`src/rtl/idx_move_pkg.sv`:
```
package idx_move_pkg;

   typedef enum logic [2:0] {
      ST_IDLE,
      ST_ABS_FIN,
      ST_LONG_SRC,
      ST_LONG_FIN,
      ST_IDX_FIN
   } seq_state_e;

   typedef enum logic [1:0] {
      OP_NONE,
      OP_ABS,
      OP_LONG,
      OP_IDX
   } op_kind_e;

   typedef enum logic [1:0] {
      WCHK_NONE,
      WCHK_PROT,
      WCHK_PROT_IND
   } wr_check_e;

   localparam logic [8:0]  OPC_ABS   = 9'b1110_1011_0;
   localparam logic [8:0]  OPC_IDX   = 9'b1110_1011_1;
   localparam logic [15:0] LONG_WORD = 16'h0062;

endpackage

```
`src/rtl/idx_move_dec.sv`:
```
module idx_move_dec
   import idx_move_pkg::*;
#(
   parameter int IW      = 16,
   parameter int OFS_W   = 7,
   parameter bit EN_LONG = 1'b1
) (
   input  logic [IW-1:0] word,
   output op_kind_e      kind
);

   logic long_hit;

   generate
      if (EN_LONG) begin : g_long
         assign long_hit = (word == IW'(LONG_WORD));
      end else begin : g_no_long
         assign long_hit = 1'b0;
      end
   endgenerate

   always_comb begin
      kind = OP_NONE;
      if (word[IW-1:OFS_W] == OPC_ABS)      kind = OP_ABS;
      else if (word[IW-1:OFS_W] == OPC_IDX) kind = OP_IDX;
      else if (long_hit)                    kind = OP_LONG;
   end

endmodule

```
`src/rtl/idx_move_agen.sv`:
```
module idx_move_agen #(
   parameter int AW    = 14,
   parameter int OFS_W = 7
) (
   input  logic [AW-1:0]    base,
   input  logic [OFS_W-1:0] ofs,
   output logic [AW-1:0]    sum
);

   assign sum = base + AW'(ofs);

endmodule

```
`src/rtl/idx_move_gate.sv`:
```
module idx_move_gate
   import idx_move_pkg::*;
(
   input  wr_check_e mode,
   input  logic      prot,
   input  logic      ind,
   output logic      allow
);

   always_comb begin
      unique case (mode)
         WCHK_PROT:     allow = ~prot;
         WCHK_PROT_IND: allow = ~(prot | ind);
         default:       allow = 1'b1;
      endcase
   end

endmodule

```
`src/rtl/idx_move_seq.sv`:
```
module idx_move_seq
   import idx_move_pkg::*;
#(
   parameter int AW          = 14,
   parameter int DW          = 8,
   parameter int IW          = 16,
   parameter int OFS_W       = 7,
   parameter int SHORT_DST_W = 12,
   parameter bit EN_LONG     = 1'b1
) (
   input  logic          clk,
   input  logic          rst_n,
   input  logic          iw_valid,
   input  logic [IW-1:0] iw_data,
   input  logic [AW-1:0] frame_ptr,
   input  logic [DW-1:0] rd_data,
   input  logic          addr_indirect,
   input  logic          addr_protected,
   output logic [AW-1:0] mem_addr,
   output logic          mem_rd,
   output logic          mem_wr,
   output logic [DW-1:0] wr_data,
   output logic          done
);

   localparam int HI_W = AW - SHORT_DST_W;

   generate
      if (IW != 9 + OFS_W) begin : g_bad_iw
         $error("opcode field needs IW == 9 + OFS_W");
      end
      if (HI_W < 1) begin : g_bad_hi
         $error("AW must exceed SHORT_DST_W");
      end
      if (7 + OFS_W + HI_W > IW) begin : g_bad_long
         $error("long-form second word does not fit IW");
      end
      if (4 + SHORT_DST_W > IW) begin : g_bad_short
         $error("short destination does not fit IW");
      end
   endgenerate

   seq_state_e          state_q, state_d;
   logic [DW-1:0]       byte_q;
   logic [HI_W-1:0]     hi_q;
   op_kind_e            kind;
   logic [OFS_W-1:0]    ofs_sel;
   logic [AW-1:0]       idx_addr;
   wr_check_e           wchk;
   logic                wr_req;
   logic                wr_allow;

   idx_move_dec #(.IW(IW), .OFS_W(OFS_W), .EN_LONG(EN_LONG)) u_dec (
      .word (iw_data),
      .kind (kind)
   );

   idx_move_agen #(.AW(AW), .OFS_W(OFS_W)) u_agen (
      .base (frame_ptr),
      .ofs  (ofs_sel),
      .sum  (idx_addr)
   );

   idx_move_gate u_gate (
      .mode  (wchk),
      .prot  (addr_protected),
      .ind   (addr_indirect),
      .allow (wr_allow)
   );

   always_comb begin
      state_d  = state_q;
      ofs_sel  = iw_data[OFS_W-1:0];
      mem_addr = '0;
      mem_rd   = 1'b0;
      wr_req   = 1'b0;
      done     = 1'b0;
      wchk     = WCHK_NONE;
      unique case (state_q)
         ST_IDLE: begin
            if (iw_valid) begin
               unique case (kind)
                  OP_ABS: begin
                     mem_addr = idx_addr;
                     mem_rd   = 1'b1;
                     state_d  = ST_ABS_FIN;
                  end
                  OP_IDX: begin
                     mem_addr = idx_addr;
                     mem_rd   = 1'b1;
                     state_d  = ST_IDX_FIN;
                  end
                  OP_LONG: state_d = ST_LONG_SRC;
                  default: state_d = ST_IDLE;
               endcase
            end
         end
         ST_LONG_SRC: begin
            ofs_sel = iw_data[HI_W+OFS_W-1:HI_W];
            if (iw_valid) begin
               mem_addr = idx_addr;
               mem_rd   = 1'b1;
               state_d  = ST_LONG_FIN;
            end
         end
         ST_ABS_FIN: begin
            if (iw_valid) begin
               mem_addr = {{HI_W{1'b0}}, iw_data[SHORT_DST_W-1:0]};
               wr_req   = 1'b1;
               done     = 1'b1;
               state_d  = ST_IDLE;
            end
         end
         ST_LONG_FIN: begin
            wchk = WCHK_PROT;
            if (iw_valid) begin
               mem_addr = {hi_q, iw_data[SHORT_DST_W-1:0]};
               wr_req   = 1'b1;
               done     = 1'b1;
               state_d  = ST_IDLE;
            end
         end
         ST_IDX_FIN: begin
            wchk = WCHK_PROT_IND;
            if (iw_valid) begin
               mem_addr = idx_addr;
               wr_req   = 1'b1;
               done     = 1'b1;
               state_d  = ST_IDLE;
            end
         end
         default: state_d = ST_IDLE;
      endcase
   end

   assign mem_wr  = wr_req & wr_allow;
   assign wr_data = byte_q;

   always_ff @(posedge clk or negedge rst_n) begin
      if (!rst_n) begin
         state_q <= ST_IDLE;
         byte_q  <= '0;
         hi_q    <= '0;
      end else begin
         state_q <= state_d;
         if (mem_rd) byte_q <= addr_indirect ? '0 : rd_data;
         if (state_q == ST_LONG_SRC && iw_valid) hi_q <= iw_data[HI_W-1:0];
      end
   end

endmodule

```
`config.mk`:
```
export PLATFORM = sky130hd
export DESIGN_NAME = idx_move_seq
export DESIGN_NICKNAME = d
export VERILOG_FILES = /design/src/rtl/idx_move_pkg.sv /design/src/rtl/idx_move_dec.sv /design/src/rtl/idx_move_agen.sv /design/src/rtl/idx_move_gate.sv /design/src/rtl/idx_move_seq.sv
export SDC_FILE = /design/constraint.sdc
export NUM_CORES = 1
export LEC_CHECK = 0
export ABC_CLOCK_PERIOD_IN_PS = 4360
export BUFFER_PORTS_ARGS = -buffer_cell sky130_fd_sc_hd__buf_4
export CAP_MARGIN = 20
export CORE_MARGIN = 8
export CORE_UTILIZATION = 40
export CTS_BUF_LIST = sky130_fd_sc_hd__clkbuf_16
export DETAILED_ROUTE_END_ITERATION = 16
export GPL_ROUTABILITY_DRIVEN = 0
export PLACE_DENSITY = 0.7
export SLEW_MARGIN = 10
export SYNTH_ARGS = -nofsm -noshare
export SYNTH_HDL_FRONTEND = slang
export SYNTH_HIERARCHICAL = 1
export SYNTH_SLANG_ARGS = --single-unit
```
`constraint.sdc`:
```
create_clock -name clk -period 4.36 [get_ports clk]
set_input_delay 0.654 -clock clk [delete_from_list [all_inputs] [get_ports clk]]
set_output_delay 0.654 -clock clk [all_outputs]
set_load 0.02 [all_outputs]
```
==> out/metrics.yaml, run 1 <==
status:
  status: "completed"
floorplan:
  design.die.area_um2: 5890
  fp.coreArea_um2: 3610
  top_level_ports: 68
  chipHeight_um: 76.8
  placement_rows: 22
  initial_core_util_pct: 40.9
  chipWidth_um: 76.8
finish:
  drive_above_1_share_pct: 44.1
  finish.net_count: 276
  finalNonFillerCells: 270
  layout-area-overhead-vs-synth_pct: 41.5
  final_cell_area_um2: 2090
  n_antenna_cell: 0
synth:
  synth_enable_flop_cells: 0
  netlist_instances: 156
  synth.avg_cell_area_um2: 9.46
  async_flop_share_pct: 100
  seq_cells_post_synth: 13
  yosys_most_used_dff: "dfrtp_1"
  synth_top_cell_area_share_pct: 22.0
  synth-warning-count: 6
  post-synth-top-count-cell: "dfrtp_1"
  postSynthNetCount: 209
  syn-cell-area_um2: 1480
  yosys-top-cells-area: "dfrtp_1, mux2_4, ha_1"
  synth_top_cells_by_count: "dfrtp_1, a22o_1, nor2b_1"
  synth.largest_area_cell: "dfrtp_1"
  synth.distinct_cells: 43
  seq_area_frac_synth_pct: 22.0
timing:
  share_of_the_cycle_needed_by_the_critical_path_after_routing_pct: 92.4
  tightestPinTransition_ps: 901
  drv_slew: 0
  finalHoldViolCount: 0
  setup-violations-final: 0
  worst_clock_skew_ps: 3.17
  fmaxAchievable_ghz: 0.248
  setup_total_negative_slack_ps: 0
  whs_ps: 252
  max_slew_margin_pct: 39.9
  finalCriticalPeriod_ps: 4030
  rsz0062_at_grt: "false"
power_and_ir_drop:
  relative_contribution_of_the_clock_network_to_total_power_pct: 31.6
  p_switching_mw: 0.156
  cellLeakagePower_nw: 1.02
  seq_power_share_pct: 29.6
  power.density_cell_area_nw_per_um2: 253
  power.switching_fraction_pct: 29.6
  pwr-share-comb_pct: 38.8
  design_power_total_mw: 0.529
  ir_worst_vdd_uv: 119
  p_int_mw: 0.373
worst_setup_path:
  worst-endpoint-arrival_ps: 3380
  regToRegEndpoint: "wr_data[7]"
  worstReg2RegStart: "state_q[0]"
  crit_start: "state_q[1]"
  r2r_slack_ps: 2680
  critical_path_peak_fanout: 11
  endpoint: "mem_addr[10]"
  end_kind: "output port"
  crit_path_start_kind: "register"
  setup.worst_path.class: "reg -> out"
  r2r.worst_path.cells: 2
  worstPathRequired_ps: 3710
flow_run:
  maxCapViolations: 0
place:
  port_buffers: 67
  dpl.hpwl_um: 3490
  place_inst: 266
  detailed_place.area_um2: 2010
global_route:
  grtUsageTotal_pct: 14.1
  global_route.overflow_total: 0
  grt_antenna_before_repair: 0
  grt_first_pass_wirelength_um: 7120
  first_global_vias: 1519
  grt_max_degree: 15
routing:
  drt-wirelength-per-cell_um: 15.6
  antenna_left: 0
  drt-initial-drc-count: 49
  wl_um: 4210
  detail_route.first_pass.iterations: 4
  avgViaCountPerCell: 5.17
  via_count: 1395
  drc: 0
clock_network:
  cts_max_path_bufs: 2
  ctsRootBufferMaster: "clkbuf_16"
  cts_resized: 0
  clk_latency_ps: 240
  clkTransAtPathRegs_ps: 40
  clock_tree_from_tritoncts: "built"
  ctsHoldBuffers: 0
  tritoncts_num_sinks: 13
  cts_post_setup_buffers_inserted: 0
  cts_buffers: 3
  ctsHtreeMaxLevel: 1
min_path:
  hp-class: "in -> async"
sequential cells by signal, indices dropped and copies added, names as in the netlist:
| name | count |
|---|---|
| hi_q | 2 |
| state_q | 3 |
| wr_data | 8 |
worst max-delay path, cell delays in order (launching register included):
cell and delay (ps):
dfrtp_1 560, nor3b_4 460, mux2_2 240, ha_1 190, inv_1 70, fa_1 400
nand2b_1 190, a21oi_2 190, o22a_1 240, nand2_1 90, xnor2_1 130, a22o_1 220
buf_4 160
worst min path at each step:
stage               start         end  slack [ps]  depth (start not counted)
2_1_floorplan       rst_n     hi_q[0]         360                          0
3_3_place_gp   wr_data[2]  wr_data[2]         490                          1
3_5_place_dp   wr_data[6]  wr_data[6]         490                          1
4_1_cts             rst_n  wr_data[2]         260                          1
5_1_grt             rst_n  wr_data[2]         260                          1
6_report            rst_n  wr_data[3]         250                          1
placed cells by master (no fill, tap or decap), types with 3 or more instances in the layout:
cell and n:
nor2_1 11, a32o_1 3, o21a_1 3, xnor2_1 6, nand2_1 9, mux2_4 8, a21oi_1 4, dfrtp_1 13
buf_4 68, a22o_1 12, clkbuf_16 3, a211oi_1 3, o21ai_0 3, nor2b_1 12, mux2_2 9, inv_1 11
xor2_1 4, ha_1 9
layer usage:
layer	share of wire, %	GRT usage [%]	vias to the layer above
li1	-	-	706
met5	0	0	-
met2	51	25.6	41
met1	43	16.3	646
met3	5.4	3.38	2
met4	0.64	2.50	0
area by class of cell:
cell class | instances | area (um2)
Timing Repair Buffer | 68 | 510
Multi-Input combinational cell | 126 | 1070
Clock buffer | 3 | 75.1
Tap cell | 48 | 60.1
Sequential cell | 13 | 325
Clock inverter | 1 | 3.75
Fill cell | 349 | 1520
Inverter | 11 | 41.3
metrics by stage:
stage / setup slack (ps) / utilization (%)
floorplan: 1040 / -
global placement: 702 / 55.8
detailed placement: 599 / 55.8
CTS: 331 / 57.9
global route: 72.2 / 57.9
finish: 330 / 57.9
logic make-up (layout without fill, tap and decap cells):
logic type | count (synthesis) | count (layout) | share of synthesized area [%]
mux | 17 | 17 | 15.0
buf+inv | 17 | 83 | 5.25
fa+ha+maj | 10 | 10 | 8.98
flops | 13 | 13 | 22.0
simple gates | 52 | 52 | 21.0
xor+xnor | 10 | 10 | 5.93
compound gates | 37 | 37 | 21.8
power by group through the flow:
stage | Combinational, mW | Sequential, mW | Clock [mW]
after floorplan | 0.106 | 0.170 | 0
after global placement | 0.205 | 0.157 | 0
after detailed placement | 0.206 | 0.158 | 0
after CTS | 0.208 | 0.157 | 0.170
after global routing | 0.224 | 0.159 | 0.176
final | 0.206 | 0.156 | 0.167
Power figures use the tool's default switching activity.
==> inputs of run 2 (changes only) <==
CORE_UTILIZATION = 35   (was 40)
PLACE_DENSITY = not set   (was 0.7)
SYNTH_HIERARCHICAL = not set   (was 1)
==> run 2 against run 1 <==
Against the previous run:
- clock skew down 1.5 ps
- maximum frequency down 0.13%
- sequential power fell by 20%
- sequential cell count did not move
- non-clock buffer count rose by 2
- clock power barely moved
- combinational power is 35% lower
- count of clock-buffer cells in the layout is the same
- critical path type unchanged
- largest cell class unchanged
==> out/metrics.yaml, run 2 <==
worst_setup_path:
  worst-endpoint-arrival_ps: 3380  # about the same
  worst_path_dominant_cell_family: "compound AO/OA/AOI/OAI gates"
  critical_path_peak_fanout: 9  # -2
  setup.worst_path.class: "reg -> out"
  crit_start: "state_q[1]"
  slowest_delay_ps: 490  # -70 ps
  timing.critical_path.cells: "nor3b_1 > buf_4 > mux2_2 > ha_1 > and3_1 > a221oi_1 > o21a_1 > mux2_2 > nand3_1 > buf_4"
  critical_path.n_buffers_inverters: 2  # unchanged
  end_kind: "output port"
  critical_path.slowest_cell: "dfrtp_1"
  worstPathRequired_ps: 3710  # about the same
  crit_path_start_kind: "register"
  worstReg2RegStart: "state_q[0]"
power_and_ir_drop:
  pwr-share-comb_pct: 31.4  # -7.4 points
  ir_worst_vdd_uv: 116  # -2.7%
  cellLeakagePower_nw: 0.961  # -6.2%
  p_int_mw: 0.311  # -17%
  p_switching_mw: 0.115  # -26%
  seq_power_share_pct: 29.4  # -0.2 points
  design_power_total_mw: 0.426  # -19%
  relative_contribution_of_the_clock_network_to_total_power_pct: 39.2  # +7.6 points
  power.density_cell_area_nw_per_um2: 213  # -16%
  power.switching_fraction_pct: 27.0  # -2.5 points
flow_run:
  maxCapViolations: 0  # unchanged
synth:
  yosys-top-cells-area: "dfrtp_1, mux2_2, ha_1"
  async_flop_share_pct: 100  # unchanged
  post-synth-top-count-cell: "nand2_1"
  seq_area_frac_synth_pct: 23.5  # +1.5 points
  synth.distinct_cells: 42  # -2.3%
  yosys_most_used_dff: "dfrtp_1"
  seq_cells_post_synth: 13  # unchanged
  synth_top_cells_by_count: "nand2_1, dfrtp_1"
  synth_top_cell_area_share_pct: 23.5  # +1.5 points
  postSynthNetCount: 212  # +1.4%
  synth_enable_flop_cells: 0  # unchanged
  netlist_instances: 160  # +2.6%
  synth-warning-count: 0  # -6
  synth.avg_cell_area_um2: 8.64  # -8.7%
  synth.largest_area_cell: "dfrtp_1"
  syn-cell-area_um2: 1380  # -6.4%
finish:
  drive_above_1_share_pct: 38.1  # -6.1 points
  n_antenna_cell: 0  # unchanged
  most_common_cell_after_layout_fill_and_taps_aside: "buf_4"
  layout-area-overhead-vs-synth_pct: 45.0
  utilization_pct: 51.2  # -6.7 points
  largest_register_ff_count: 8  # unchanged
  most-common-layout-cells: "buf_4, nand2_1, dfrtp_1"
  fillCellCount: 400  # +15%
  finish.net_count: 279  # +1.1%
clock_network:
  clock_tree_from_tritoncts: "built"
  tritoncts_num_sinks: 13  # unchanged
  ctsHoldBuffers: 0  # unchanged
  ctsHtreeMaxLevel: 1  # unchanged
  clk_latency_ps: 240  # about the same
  clkTransAtPathRegs_ps: 40  # about the same
  ctsRootBufferMaster: "clkbuf_16"
  cts_max_path_bufs: 2  # unchanged
  cts_post_setup_buffers_inserted: 0  # unchanged
  cts_buffers: 3  # unchanged
routing:
  drt-initial-drc-count: 53  # +8.2%
  wl_um: 4560  # +8.4%
  antenna_left: 0  # unchanged
  detail_route.first_pass.iterations: 4  # unchanged
  drc: 0  # unchanged
  via_count: 1488  # +6.7%
  drt-wirelength-per-cell_um: 16.5  # +6.0%
  avgViaCountPerCell: 5.39  # +4.3%
floorplan:
  chipWidth_um: 78.9  # +2.7%
  placement_rows: 23  # +4.5%
  design.die.area_um2: 6220  # +5.5%
  fp.coreArea_um2: 3910  # +8.5%
  top_level_ports: 68  # unchanged
  initial_core_util_pct: 35.3  # -5.6 points
  chipHeight_um: 78.9  # +2.7%
timing:
  setup_total_negative_slack_ps: 0  # unchanged
  drv_slew: 0  # unchanged
  finalCriticalPeriod_ps: 4040  # +5.21 ps
  worst_clock_skew_ps: 1.66  # -1.51 ps
  share_of_the_cycle_needed_by_the_critical_path_after_routing_pct: 92.6  # +0.12 points
  setup-violations-final: 0  # unchanged
  max_slew_margin_pct: 29.7  # -10 points
  finalHoldViolCount: 0  # unchanged
  tightestPinTransition_ps: 1050  # +150 ps
  rsz0062_at_grt: "false"
  fmaxAchievable_ghz: 0.248  # -0.13%
global_route:
  grtUsageTotal_pct: 14.4  # +0.36 points
  grt_first_pass_wirelength_um: 7450  # +4.6%
  global_route.overflow_total: 0  # unchanged
  first_global_vias: 1617  # +6.5%
  grt_max_degree: 18  # +3
  grt_antenna_before_repair: 0  # unchanged
min_path:
  hp-class: "in -> async"
status:
  status: "completed"
place:
  dpl.hpwl_um: 3690  # +5.9%
  port_buffers: 67  # unchanged
## run 2: changes by cell type in the layout (fill, tap and decap cells not counted), sizes merged, moves of 3 or more
cell    change
nor2b      -10
inv         -9
nand3       +9
nand2b      +8
o21ai       +8
mux2        -7
nand2       +6
a211oi      -4
nor2        -4
o211ai      +3
## run 2: logic make-up (layout without fill, tap and decap cells)
kind of cell / Yosys count / in the layout / synth area share, %
adder cells (fa/ha/maj): 9 / 9 / 8.69
XOR/XNOR: 10 / 10 / 6.33
AND/OR/NAND/NOR: 61 / 61 / 25.4
buffers and inverters: 10 / 76 / 4.16
multiplexers: 10 / 10 / 8.14
AO/OA/AOI/OAI: 47 / 47 / 23.7
flip-flops: 13 / 13 / 23.5
## run 2: per-stage QoR
step / area [um2] / hold WS (ps) / setup WS, ps / instances
6_report: 2000 / 252 / 324 / 276
3_5_place_dp: 1910 / 472 / 479 / 271
4_1_cts: 1990 / 255 / 194 / 275
3_3_place_gp: 1910 / 463 / 513 / 271
5_1_grt: 2000 / 255 / 92.9 / 276
2_1_floorplan: 1380 / 358 / 388 / 160
## run 2: worst paths after layout
check / slack [ps] / depth (start not counted) / endpoint
min reg2reg: 480 / 2 / wr_data[1]
min: 250 / 1 / wr_data[1]
max in group asynchronous: 3950 / 1 / wr_data[4]
min in group clk: 480 / 2 / wr_data[1]
max: 320 / 10 / mem_addr[13]
max reg2reg: 2110 / 6 / wr_data[5]
## run 2: layout make-up
type,count,area (um2),area share [%]
sequential,13,325,16.2
tap,50,62.6,3.12
clock inverter,1,3.75,0.187
inverter,2,7.51,0.375
timing repair buffer,70,526,26.2
clock buffer,3,75.1,3.75
multi-input combinational,137,1000,50.1
## run 2: metal layers
layer	up-vias	global-route usage (%)	wire length, um
li1	736	-	-
met1	703	16.9	1950
met2	45	25.4	2280
met3	4	3.95	282
met4	0	3.52	44
met5	-	0	0
## run 2: power groups by stage
stage | logic, mW | clock network [mW] | registers (mW)
after floorplan | 0.0689 | 0 | 0.128
after global placement | 0.131 | 0 | 0.127
after detailed placement | 0.132 | 0 | 0.127
after CTS | 0.133 | 0.170 | 0.126
after global routing | 0.145 | 0.179 | 0.126
final | 0.134 | 0.167 | 0.125
## run 2: what timing repair did
item / 4_1_cts / 5_1_grt
hold endpoints to repair: 0 / 0
setup endpoints to repair: 0 / 1
gates resized for setup: 0 / 1
